[src/rtl/fdet_pkg.sv]
// Package: shared result type for the dual-current fault detector.
// Assumes nothing beyond a standard SystemVerilog compile order (first).
package fdet_pkg;

    // Outcome of comparing one pair of magnitudes
    typedef struct packed {
        logic low;       // larger magnitude under the light-load floor
        logic mism;      // relative difference above threshold, not low
        logic neut_big;  // neutral magnitude strictly larger than phase
    } cmp_res_t;

endpackage

[src/rtl/fdet_compare.sv]
// Module: fdet_compare
// Combinational ratio comparison of two magnitudes without division.
// A mismatch is |a-b| * 2^THR_SHIFT > max(a,b), suppressed when max < LOW_THR.
// Assumes unsigned magnitudes; the result is valid whenever inputs are.
module fdet_compare
    import fdet_pkg::*;
#(
    parameter int MAG_W     = 16,
    parameter int THR_SHIFT = 4,
    parameter int LOW_THR   = 197
) (
    input  logic [MAG_W-1:0] phase_mag,
    input  logic [MAG_W-1:0] neut_mag,
    output cmp_res_t         res
);

    localparam int EXT_W = MAG_W + THR_SHIFT;

    logic             neut_gt;
    logic [MAG_W-1:0] big;
    logic [MAG_W-1:0] diff;
    logic [EXT_W-1:0] diff_sc;
    logic [EXT_W-1:0] big_ext;

    // Order the pair and form the absolute difference
    always_comb begin
        neut_gt = neut_mag > phase_mag;
        big     = neut_gt ? neut_mag : phase_mag;
        diff    = neut_gt ? (neut_mag - phase_mag) : (phase_mag - neut_mag);
    end

    // Scale the difference by the threshold power of two and decide
    always_comb begin
        diff_sc      = {diff, {THR_SHIFT{1'b0}}};
        big_ext      = {{THR_SHIFT{1'b0}}, big};
        res.low      = big < MAG_W'(LOW_THR);
        res.mism     = !res.low && (diff_sc > big_ext);
        res.neut_big = neut_gt;
    end

endmodule

[src/rtl/fdet_persist.sv]
// Module: fdet_persist
// Persistence timer for the fault flag. Counts consecutive strobes whose
// mismatch state differs from the current flag; toggles the flag after
// PERSIST of them. A low-signal strobe clears the flag and count at once.
// Assumes PERSIST >= 1 and that mism is never set together with low.
module fdet_persist #(
    parameter int PERSIST = 4000
) (
    input  logic clk,
    input  logic rst_n,
    input  logic smp_vld,
    input  logic low,
    input  logic mism,
    output logic fault
);

    localparam int CNT_W = (PERSIST < 2) ? 1 : $clog2(PERSIST);
    localparam logic [CNT_W-1:0] LAST = CNT_W'(PERSIST - 1);

    logic [CNT_W-1:0] cnt_q;
    logic             fault_q;

    // Advance the run count and toggle the flag at the end of a run
    always_ff @(posedge clk) begin
        if (!rst_n) begin
            cnt_q   <= '0;
            fault_q <= 1'b0;
        end else if (smp_vld) begin
            if (low) begin
                cnt_q   <= '0;
                fault_q <= 1'b0;
            end else if (mism == fault_q) begin
                cnt_q <= '0;
            end else if (cnt_q == LAST) begin
                cnt_q   <= '0;
                fault_q <= !fault_q;
            end else begin
                cnt_q <= cnt_q + CNT_W'(1);
            end
        end
    end

    assign fault = fault_q;


    low_clears_chk: assert property (@(posedge clk) disable iff (!rst_n)
        (smp_vld && low) |=> !fault_q);


    rise_on_mism_chk: assert property (@(posedge clk) disable iff (!rst_n)
        $rose(fault_q) |-> $past(smp_vld && mism));


    fall_on_clean_chk: assert property (@(posedge clk) disable iff (!rst_n)
        $fell(fault_q) |-> $past(smp_vld && !mism));


    cnt_range_chk: assert property (@(posedge clk) disable iff (!rst_n)
        cnt_q <= LAST);

endmodule

[src/rtl/fdet_select.sv]
// Module: fdet_select
// Channel selection register. On a mismatched strobe the larger path is
// chosen; otherwise the previous choice is held. The selected magnitude
// is registered on every strobe using the updated choice.
// Assumes the compare result is valid on strobe cycles.
module fdet_select #(
    parameter int MAG_W = 16
) (
    input  logic             clk,
    input  logic             rst_n,
    input  logic             smp_vld,
    input  logic             mism,
    input  logic             neut_big,
    input  logic [MAG_W-1:0] phase_mag,
    input  logic [MAG_W-1:0] neut_mag,
    output logic             sel_neut,
    output logic [MAG_W-1:0] sel_mag
);

    logic             sel_q;
    logic             sel_nx;
    logic [MAG_W-1:0] mag_q;

    // Next selection: larger path on mismatch, else hold
    always_comb sel_nx = mism ? neut_big : sel_q;

    // Register the selection and the chosen magnitude on each strobe
    always_ff @(posedge clk) begin
        if (!rst_n) begin
            sel_q <= 1'b0;
            mag_q <= '0;
        end else if (smp_vld) begin
            sel_q <= sel_nx;
            mag_q <= sel_nx ? neut_mag : phase_mag;
        end
    end

    assign sel_neut = sel_q;
    assign sel_mag  = mag_q;


    pick_larger_chk: assert property (@(posedge clk) disable iff (!rst_n)
        (smp_vld && mism) |=> (sel_q == $past(neut_big)));


    hold_sel_chk: assert property (@(posedge clk) disable iff (!rst_n)
        (smp_vld && !mism) |=> $stable(sel_q));


    mag_match_chk: assert property (@(posedge clk) disable iff (!rst_n)
        smp_vld |=> (mag_q == (sel_q ? $past(neut_mag) : $past(phase_mag))));

endmodule

[src/rtl/fault_detect_sel.sv]
// Module: fault_detect_sel (top)
// Dual-current fault detector and selector. Compares phase and neutral
// magnitudes per strobe, keeps billing on the larger path while they
// disagree, and flags a persistent disagreement.
// Assumes both magnitudes arrive on the same strobe, already rectified.
module fault_detect_sel
    import fdet_pkg::*;
#(
    parameter int MAG_W     = 16,
    parameter int THR_SHIFT = 4,
    parameter int LOW_THR   = 197,
    parameter int PERSIST   = 4000
) (
    input  logic             clk,
    input  logic             rst_n,
    input  logic             smp_vld,
    input  logic [MAG_W-1:0] phase_mag,
    input  logic [MAG_W-1:0] neut_mag,
    output logic             sel_neut,
    output logic [MAG_W-1:0] sel_mag,
    output logic             fault
);

    cmp_res_t cmp;

    fdet_compare #(
        .MAG_W     (MAG_W),
        .THR_SHIFT (THR_SHIFT),
        .LOW_THR   (LOW_THR)
    ) i_compare (
        .phase_mag (phase_mag),
        .neut_mag  (neut_mag),
        .res       (cmp)
    );

    fdet_persist #(
        .PERSIST (PERSIST)
    ) i_persist (
        .clk     (clk),
        .rst_n   (rst_n),
        .smp_vld (smp_vld),
        .low     (cmp.low),
        .mism    (cmp.mism),
        .fault   (fault)
    );

    fdet_select #(
        .MAG_W (MAG_W)
    ) i_select (
        .clk       (clk),
        .rst_n     (rst_n),
        .smp_vld   (smp_vld),
        .mism      (cmp.mism),
        .neut_big  (cmp.neut_big),
        .phase_mag (phase_mag),
        .neut_mag  (neut_mag),
        .sel_neut  (sel_neut),
        .sel_mag   (sel_mag)
    );


    idle_hold_chk: assert property (@(posedge clk) disable iff (!rst_n)
        !smp_vld |=> ($stable(fault) && $stable(sel_neut) && $stable(sel_mag)));


    reset_state_chk: assert property (@(posedge clk)
        !rst_n |=> (!fault && !sel_neut && sel_mag == '0));

endmodule

[config.mk]
export PLATFORM = sky130hd
export DESIGN_NAME = fault_detect_sel
export DESIGN_NICKNAME = d
export VERILOG_FILES = /design/src/rtl/fdet_pkg.sv /design/src/rtl/fdet_compare.sv /design/src/rtl/fdet_persist.sv /design/src/rtl/fdet_select.sv /design/src/rtl/fault_detect_sel.sv
export SDC_FILE = /design/constraint.sdc
export NUM_CORES = 1
export LEC_CHECK = 0
export CAP_MARGIN = 20
export CORE_AREA = 8 8 103 82
export CTS_CLUSTER_DIAMETER = 50
export CTS_CLUSTER_SIZE = 16
export DETAILED_ROUTE_END_ITERATION = 16
export DIE_AREA = 0 0 111 90
export PLACE_DENSITY_LB_ADDON = 0.15
export RECOVER_POWER = 100
export SLEW_MARGIN = 40
export SYNTH_ARGS = -nofsm -noshare
export SYNTH_HDL_FRONTEND = slang
export SYNTH_SLANG_ARGS = --single-unit
[constraint.sdc]
create_clock -name clk -period 15.95 [get_ports clk]
set_clock_uncertainty 0.05 [all_clocks]
set_input_delay 4.785 -clock clk [delete_from_list [all_inputs] [get_ports clk]]
set_output_delay 4.785 -clock clk [all_outputs]
set_load 0.01 [all_outputs]
==> flow_summary.toml, run 1 <==
[outcome]
status = "complete, but fails checks"
violations = "max-capacitance violations, max-slew violations"

[routing]
vias = 3620
wl_mm = 10.8
drt_iter0_drc = 312
wirelength_met1_mm = 5.30
met2_length_mm = 4.59
wire_per_inst_um = 18.4
post_drt_via_cell_ratio = 6.13
highest_layer = "met4"
dr_wl_met3_um = 882
firstDrtPassIters = 5
drc = 0
final_antenna_net_count = 0

[final_layout]
n_antenna_cell = 0
fillCellCount = 669
regArea_um2 = 601
final_common_cell = "a21oi_1"
final_net_count = 584
multi_input_area_um2 = 2680
synthToLayoutAreaGrowth_pct = 16.1
final_util = 0.603
fin_area_um2 = 4170
layout_common_cells = "47 x a21oi_1, 44 x ha_1, 40 x inv_1"
drive_gt1_frac = 0.0437

[floorplan]
die_width_um = 111
initial_core_util = 0.519
core_area_um2 = 6930
die_area_um2 = 9990
placementRows = 27
num_io_pins = 53
die_h_um = 90

[placement]
gp_congestion = 0.915
hpwl_mm = 8.54
numPortBuffers = 52
dpl_cell_area_um2 = 4100

[global_routing]
antenna_found_initial = 0
grt_pass1_wl_mm = 17.7
grt_max_degree = 52
grt_pass1_vias = 3403
grt_usage = 0.211
gr-total-overflow = 0

[worst_hold_path]
min_from = "i_persist.cnt_q[11]$_SDFFE_PN0P_"
worst_hold_path_type = "reg -> reg"

[setup_path]
crit_path_top_delay_cell = "mux2i_1"
path_max_fanout = 29
worst-setup-path-type = "in -> reg"
cp_num_buf_inv = 3
reg2reg_from = "i_persist.cnt_q[0]$_SDFFE_PN0P_"
end_kind = "register"
cp_common_cell = "o21ai_0"
critPathLaunchType = "input pin"
path_delay_family = "compound AO/OA/AOI/OAI gates"
critPathRequiredTime_ns = 16.05
critPathMaxStageDelay_ns = 1.57
crit_start = "phase_mag[11]"
critPathArrivalTime_ns = 12.68

[logic_synthesis]
ys_seq_area_frac = 0.167
synth_edf_count = 0
async_flop_share = 0
syn_avg_cell_area_um2 = 7.73
ys_ff_latch = 30
yosys_warnings = 0
yosys-top-cells-area = "dfxtp_1 17%, ha_1 15%, mux2i_1 8.1%"
synth_top_cell_area_share = 0.167
synth.distinct_cells = 59
ys_dominant_reg_cell = "dfxtp_1"
syn_area_um2 = 3590
syn-num-nets = 546
syn_inst = 465
synth_top_area_cell = "dfxtp_1"

[cts]
clock_latency_ns = 0.28
cts_max_level = 2
cts-root-buf = "clkbuf_8"
clk_pin_slew_ns = 0.07
post_cts_buffers = 0
numCtsBuffers = 5
cts_buffer_depth = 2
clock-sinks = 30
cts_tree = "built"
cts_resized = 0
cts_hold_buf = 0

[sta]
relSlewSlack = -0.447
period_minus_slack_ns = 12.58
timing.fmax_mhz = 79.5
worst_pin_slew_ns = 2.11
hold_viol = 0
period_share = 0.789
setup_viol = 0
drv_slew = 48
rsz0062_at_grt = "false"
finalSetupTns_ns = 0

[pwr]
p_total_w = 0.000297
peakVddDrop_mv = 0.0424
p_leak_nw = 1.86
p_per_area_nw_per_um2 = 71.2

[job]
maxCapViolCount = 2
==> synthesized netlist by cell type, types with 3 or more instances <==
master and number:
a211oi_1 4, a21boi_1 4, a21o_1 6, a21oi_1 47
a21oi_2 5, a221oi_1 6, a31oi_1 10, a41oi_1 4
and2_1 4, and3_1 7, buf_4 8, clkbuf_1 12
dfxtp_1 30, ha_1 44, inv_1 40, mux2_2 3
mux2i_1 29, nand2_1 32, nand2b_1 4, nand3_1 12
nand3b_1 5, nand4_1 12, nor2_1 24, nor2b_1 4
nor3_1 5, nor4_1 8, o21a_1 4, o21ai_0 32
o21bai_1 7, o311ai_1 3, o32ai_1 3, xnor2_1 10
xor2_1 3
==> cells by family after synthesis <==
logic type | synth area share
xor+xnor | 0.0317
buf+inv | 0.0835
simple gates | 0.174
compound gates | 0.280
flops | 0.167
mux | 0.0995
fa+ha+maj | 0.164
==> per-stage QoR <==
step,hold slack [ns],setup slack (ns),instances
floorplan,0.383,6.64,465
global placement,0.400,5.40,583
detailed placement,0.407,5.35,583
CTS,0.415,5.62,591
global route,0.437,2.68,591
finish,0.413,3.37,591
==> worst reg2reg max path, stage by stage (launching register included) <==
cell,delay [ns]
dfxtp_1,0.34
ha_1,0.23
and3_1,0.24
and3_1,0.22
nor3b_1,0.18
mux2_1,0.50
nand3_1,0.31
o311ai_0,0.38
==> area by class of cell <==
type	instances	area share
multi-input combinational	370	0.641
clock buffer	7	0.0207
tap	87	0.0261
inverter	40	0.0360
timing repair buffer	56	0.131
clock inverter	1	0.00120
sequential	30	0.144
==> power breakdown <==
group / internal [W] / total [W] / switching [W] / leakage, nW
Clock: 0.0000348 / 0.0000638 / 0.0000290 / 0.0482
Sequential: 0.0000802 / 0.0000834 / 0.00000318 / 0.247
Combinational: 0.0000638 / 0.000150 / 0.0000861 / 1.57
Total: 0.000179 / 0.000297 / 0.000118 / 1.86
==> sequential cells by signal, indices dropped and copies added, names as in the netlist <==
register / count
i_persist.fault: 1
i_select.sel_mag: 16
i_persist.cnt_q: 12
i_select.sel_neut: 1
==> final timing paths <==
check                                      endpoint  slack, ns  cells past startpoint
setup / recovery  i_select.sel_mag[11]$_SDFFE_PN0P_       3.37                     25
hold / removal     i_persist.cnt_q[11]$_SDFFE_PN0P_       0.41                      1
setup reg to reg   i_persist.cnt_q[10]$_SDFFE_PN0P_      13.41                      7
hold reg to reg    i_persist.cnt_q[11]$_SDFFE_PN0P_       0.41                      1
==> routing by layer <==
metal	global-route usage	up-vias
li1	-	1784
met1	0.303	1672
met2	0.308	156
met3	0.0564	8
met4	0.0359	0
met5	0	-
No activity file was read; power rests on OpenSTA's default activity.
==> run 2: changes to the inputs <==
--- a/config.mk
+++ b/config.mk
@@ -6,11 +6,11 @@
 export NUM_CORES = 1
 export LEC_CHECK = 0
 export CAP_MARGIN = 20
-export CORE_AREA = 8 8 103 82
+export CORE_AREA = 8 8 106 84
 export CTS_CLUSTER_DIAMETER = 50
 export CTS_CLUSTER_SIZE = 16
 export DETAILED_ROUTE_END_ITERATION = 16
-export DIE_AREA = 0 0 111 90
+export DIE_AREA = 0 0 114 92
 export PLACE_DENSITY_LB_ADDON = 0.15
 export RECOVER_POWER = 100
 export SLEW_MARGIN = 40
==> constraint.sdc (replaced) <==
create_clock -name clk -period 10.63 [get_ports clk]
set_clock_uncertainty 0.05 [all_clocks]
set_input_delay 3.189 -clock clk [delete_from_list [all_inputs] [get_ports clk]]
set_output_delay 3.189 -clock clk [all_outputs]
set_load 0.01 [all_outputs]
==> run 2 against run 1 <==
Compared with the run above:
- sequential share of layout area fell by 0.073 points
- largest cell class unchanged
- clock-buffer cell count unchanged
- non-clock buffer count shrank 1
- combinational power up 52%
- the flow now finishes without violations
==> flow_summary.toml, run 2 (same netlist as run 1, synthesis figures left out) <==
[global_routing]
grt_pass1_vias = 3369
grt_usage = 0.207
grt_max_degree = 52
gr-total-overflow = 0
antenna_found_initial = 0
grt_pass1_wl_mm = 17.7

[cts]
post_cts_buffers = 0
cts_hold_buf = 0
clk_pin_slew_ns = 0.07
cts-root-buf = "clkbuf_8"
cts_resized = 0
clock-sinks = 30
cts_buffer_depth = 2
cts_tree = "built"
numCtsBuffers = 5
cts_max_level = 2
clock_latency_ns = 0.28

[pwr]
peakVddDrop_mv = 0.105
p_per_area_nw_per_um2 = 107
p_leak_nw = 1.86
p_total_w = 0.000449

[floorplan]
die_width_um = 114
die_area_um2 = 10500
die_h_um = 92
num_io_pins = 53
placementRows = 27
initial_core_util = 0.502
core_area_um2 = 7160

[sta]
relSlewSlack = 0.433
setup_ws_ns = 1.17
drv_slew = 0
setup_viol = 0
rsz0062_at_grt = "false"
hold_viol = 0
worst_pin_slew_ns = 0.833
finalSetupTns_ns = 0
timing.fmax_mhz = 106
period_share = 0.890
period_minus_slack_ns = 9.46

[routing]
final_antenna_net_count = 0
firstDrtPassIters = 5
drc = 0
wl_mm = 11.0
drt_iter0_drc = 283
post_drt_via_cell_ratio = 5.93
vias = 3583
wire_per_inst_um = 18.2

[placement]
dp_slack_ns = 1.43
hpwl_mm = 8.79
gp_congestion = 0.939
numPortBuffers = 52
placed_cells = 596

[final_layout]
layout_common_cells = "47 x a21oi_1, 44 x ha_1, 40 x inv_1"
n_antenna_cell = 0
final_util = 0.586
final_common_cell = "a21oi_1"
fillCellCount = 715
synthToLayoutAreaGrowth_pct = 16.7
finalNonFillerCells = 604
final_net_count = 583
drive_gt1_frac = 0.0477
largest_reg_flops = 16

[setup_path]
worst-setup-path-type = "in -> reg"
path_max_fanout = 16
critPathRequiredTime_ns = 10.77
critPathLaunchType = "input pin"
critPathMaxStageDelay_ns = 0.63
crit_path_top_delay_cell = "mux2_1"
critPathArrivalTime_ns = 9.60
cp_common_cell = "nand2_1"
end_kind = "register"
path_cells = "clkdlybuf4s50_1, inv_1, ha_1, nand2_1, o21ai_0, a21o_1, o21ba_1, a21oi_1, a221oi_1, xnor2_1, ha_1, nand4_1, nor3_1, nand2_1, o21ai_0, a211oi_1, a31oi_1, a2111oi_0, nand2_1, mux2_1, nand3_1, o311ai_1"

[outcome]
status = "finished clean"

[worst_hold_path]
worst_hold_path_type = "reg -> reg"

[job]
maxCapViolCount = 0
==> run 2: cell count changes in the layout (fill, tap and decap cells not counted), sizes merged <==
cell and delta:
buf +1, clkbuf -1, dlygate4sd3 -1
==> run 2: per-stage QoR <==
stage,area [um2],hold WS [ns]
floorplan,3590,0.383
global placement,4110,0.403
detailed placement,4110,0.415
CTS,4200,0.426
global route,4190,0.478
finish,4190,0.423
==> run 2: worst max-delay path: cells and delay by family <==
kind,cells,cell delay (ns)
compound gates,10,3.14
simple gates,6,0.94
fa+ha+maj,2,0.81
xor+xnor,1,0.22
buf+inv,2,0.66
mux,1,0.63
==> run 2: area by class of cell <==
class / instances / area [um2] / share of cell area
Multi-Input combinational cell: 370 / 2690 / 0.641
Sequential cell: 30 / 601 / 0.143
Timing Repair Buffer: 55 / 538 / 0.128
Inverter: 40 / 150 / 0.0358
Tap cell: 101 / 126 / 0.0301
Clock buffer: 7 / 86.3 / 0.0206
Clock inverter: 1 / 5.00 / 0.00119
==> run 2: routing by layer <==
layer | part of all wire | track usage | vias up
li1 | - | - | 1773
met1 | 0.50 | 0.294 | 1669
met2 | 0.42 | 0.311 | 133
met3 | 0.078 | 0.0517 | 8
met4 | 0.0088 | 0.0309 | 0
met5 | 0 | 0 | -
==> run 2: path summary, 6_finish.rpt <==
kind                                          from                                to  slack (ns)  depth (start not counted)
hold / removal    i_persist.cnt_q[11]$_SDFFE_PN0P_  i_persist.cnt_q[11]$_SDFFE_PN0P_        0.42                          1
hold reg to reg   i_persist.cnt_q[11]$_SDFFE_PN0P_  i_persist.cnt_q[11]$_SDFFE_PN0P_        0.42                          1
setup / recovery                     phase_mag[11]  i_persist.cnt_q[10]$_SDFFE_PN0P_        1.17                         22
setup reg to reg   i_persist.cnt_q[0]$_SDFFE_PN0P_  i_persist.cnt_q[10]$_SDFFE_PN0P_        8.15                          7
==> run 2: power breakdown <==
group / internal (W) / switching, W
registers: 0.000120 / 0.00000509
logic: 0.0000953 / 0.000132
clock network: 0.0000522 / 0.0000435
total: 0.000268 / 0.000181
==> run 3: changes to the inputs <==
--- a/config.mk
+++ b/config.mk
@@ -7,7 +7,7 @@
 export LEC_CHECK = 0
 export CAP_MARGIN = 20
 export CORE_AREA = 8 8 106 84
-export CTS_CLUSTER_DIAMETER = 50
+export CTS_BUF_LIST = sky130_fd_sc_hd__clkbuf_4
 export CTS_CLUSTER_SIZE = 16
 export DETAILED_ROUTE_END_ITERATION = 16
 export DIE_AREA = 0 0 114 92
==> constraint.sdc (replaced) <==
create_clock -name clk -period 10.63 [get_ports clk]
set_clock_uncertainty 0.05 [all_clocks]
set_input_delay 3.189 -clock clk [delete_from_list [all_inputs] [get_ports clk]]
set_output_delay 3.189 -clock clk [all_outputs]
set_load 0.005 [all_outputs]
==> run 3 against run 2 <==
Compared with the run above:
- combinational power is essentially flat
- first-iteration DRC count shrank 5.3%
- routed wire length shrank 0.10%
- global-route usage shrank 0.069 points
- non-clock buffer count is the same
- core utilization shrank 0.52 points
- sequential power is essentially flat
- largest power group unchanged
==> flow_summary.toml, run 3 (same netlist as run 1, synthesis figures left out) <==
[outcome]
status = "finished clean"

[floorplan]
die_area_um2 = 10500
die_width_um = 114
die_h_um = 92
num_io_pins = 53
placementRows = 27
initial_core_util = 0.502
core_area_um2 = 7160

[setup_path]
r2r-end = "i_persist.cnt_q[10]$_SDFFE_PN0P_"
worst-setup-path-type = "in -> reg"
r2r_cells = 7
reg2reg_from = "i_persist.cnt_q[0]$_SDFFE_PN0P_"
critPathLaunchType = "input pin"
path_max_fanout = 16
critPathArrivalTime_ns = 9.59
end_kind = "register"
critPathRequiredTime_ns = 10.81
regToRegSetupSlack_ns = 8.14

[global_routing]
antenna_found_initial = 0
gr-total-overflow = 0
grt_pass1_vias = 3381
grt_pass1_wl_mm = 17.7
grt_max_degree = 52
grt_usage = 0.206

[worst_hold_path]
min_path_cells = 1
worst_hold_path_type = "reg -> reg"
min_from = "i_persist.cnt_q[11]$_SDFFE_PN0P_"
holdPathEnd = "i_persist.cnt_q[11]$_SDFFE_PN0P_"

[sta]
hold_viol = 0
setup_viol = 0
timing.fmax_mhz = 106
period_minus_slack_ns = 9.41
finalSetupTns_ns = 0
relSlewSlack = 0.433
rsz0062_at_grt = "false"
drv_slew = 0
period_share = 0.885
worst_pin_slew_ns = 0.832
holdWs_ns = 0.429

[pwr]
peakVddDrop_mv = 0.0675
p_leak_nw = 1.84
p_per_area_nw_per_um2 = 100

[cts]
cts_hold_buf = 0
clock_latency_ns = 0.32
cts_max_level = 2
clk_pin_slew_ns = 0.09
cts_tree = "built"
clock-sinks = 30
post_cts_buffers = 0
numCtsBuffers = 5
cts_buffer_depth = 2
cts_resized = 0
cts-root-buf = "clkbuf_4"

[routing]
vias = 3592
drt_iter0_drc = 268
wire_per_inst_um = 18.1
drc = 0
post_drt_via_cell_ratio = 5.95
firstDrtPassIters = 5
wl_mm = 11.0
final_antenna_net_count = 0

[final_layout]
regArea_um2 = 601
drive_gt1_frac = 0.0477
final_net_count = 583
final_common_cell = "a21oi_1"
fin_area_um2 = 4160
layout_common_cells = "47 x a21oi_1, 44 x ha_1, 40 x inv_1"
finalNonFillerCells = 604
n_antenna_cell = 0
synthToLayoutAreaGrowth_pct = 15.6
largest_reg_flops = 16
fillCellCount = 719
final_util = 0.580
multi_input_area_um2 = 2690

[placement]
gp_congestion = 0.939
numPortBuffers = 52
hpwl_mm = 8.79
placed_cells = 596
dpl_cell_area_um2 = 4110

[job]
maxCapViolCount = 0
==> run 3: changes by cell type in the layout (fill, tap and decap cells not counted) <==
cell	change
clkbuf_4	+6
clkbuf_1	-1
clkinv_1	+1
clkbuf_8	-6
==> run 3: worst max path at each step <==
stage / startpoint / endpoint / cells after the start
after floorplan: phase_mag[6] / i_select.sel_mag[10]$_SDFFE_PN0P_ / 24
after global placement: phase_mag[11] / i_select.sel_mag[2]$_SDFFE_PN0P_ / 22
after detailed placement: phase_mag[11] / i_select.sel_mag[3]$_SDFFE_PN0P_ / 22
after CTS: phase_mag[11] / i_select.sel_mag[3]$_SDFFE_PN0P_ / 22
after global routing: phase_mag[11] / i_persist.cnt_q[10]$_SDFFE_PN0P_ / 24
final: phase_mag[11] / i_persist.cnt_q[10]$_SDFFE_PN0P_ / 22
==> run 3: critical path, cell delays in order <==
cell and delay [ns]:
clkdlybuf4s50_1 0.58, inv_1 0.07, ha_1 0.50, nand2_1 0.18, o21ai_0 0.31, a21o_1 0.19
o21ba_1 0.54, a21oi_1 0.26, a221oi_1 0.47, xnor2_1 0.22, ha_1 0.31, nand4_1 0.12
nor3_1 0.08, nand2_1 0.06, o21ai_0 0.08, a211oi_1 0.30, a31oi_1 0.07, a2111oi_0 0.58
nand2_1 0.21, mux2_1 0.62, nand3_1 0.30, o311ai_1 0.34
==> run 3: power by group <==
group	leakage, nW	internal (W)	total, W	switching (W)
Combinational	1.56	0.0000952	0.000225	0.000130
Clock	0.0331	0.0000274	0.0000669	0.0000396
Sequential	0.247	0.000120	0.000125	0.00000515
==> run 3: cell type report <==
type | instances | share of cell area
Sequential cell | 30 | 0.144
Timing Repair Buffer | 55 | 0.129
Multi-Input combinational cell | 370 | 0.647
Inverter | 40 | 0.0361
Clock buffer | 6 | 0.0108
Tap cell | 101 | 0.0304
Clock inverter | 2 | 0.00211
==> run 3: per-stage QoR <==
stage / setup slack, ns / power (W)
3_3_place_gp: 1.52 / 0.000352
2_1_floorplan: 2.91 / 0.000286
5_1_grt: 0.642 / 0.000447
3_5_place_dp: 1.43 / 0.000354
6_report: 1.22 / 0.000418
4_1_cts: 1.77 / 0.000422
==> run 3: metal layers <==
layer  up-vias  track usage  wire (um)
met5         -            0          0
met2       133        0.311       4560
met4         0       0.0309        124
met1      1667        0.293       5380
li1       1780            -          -
met3        12       0.0498        887
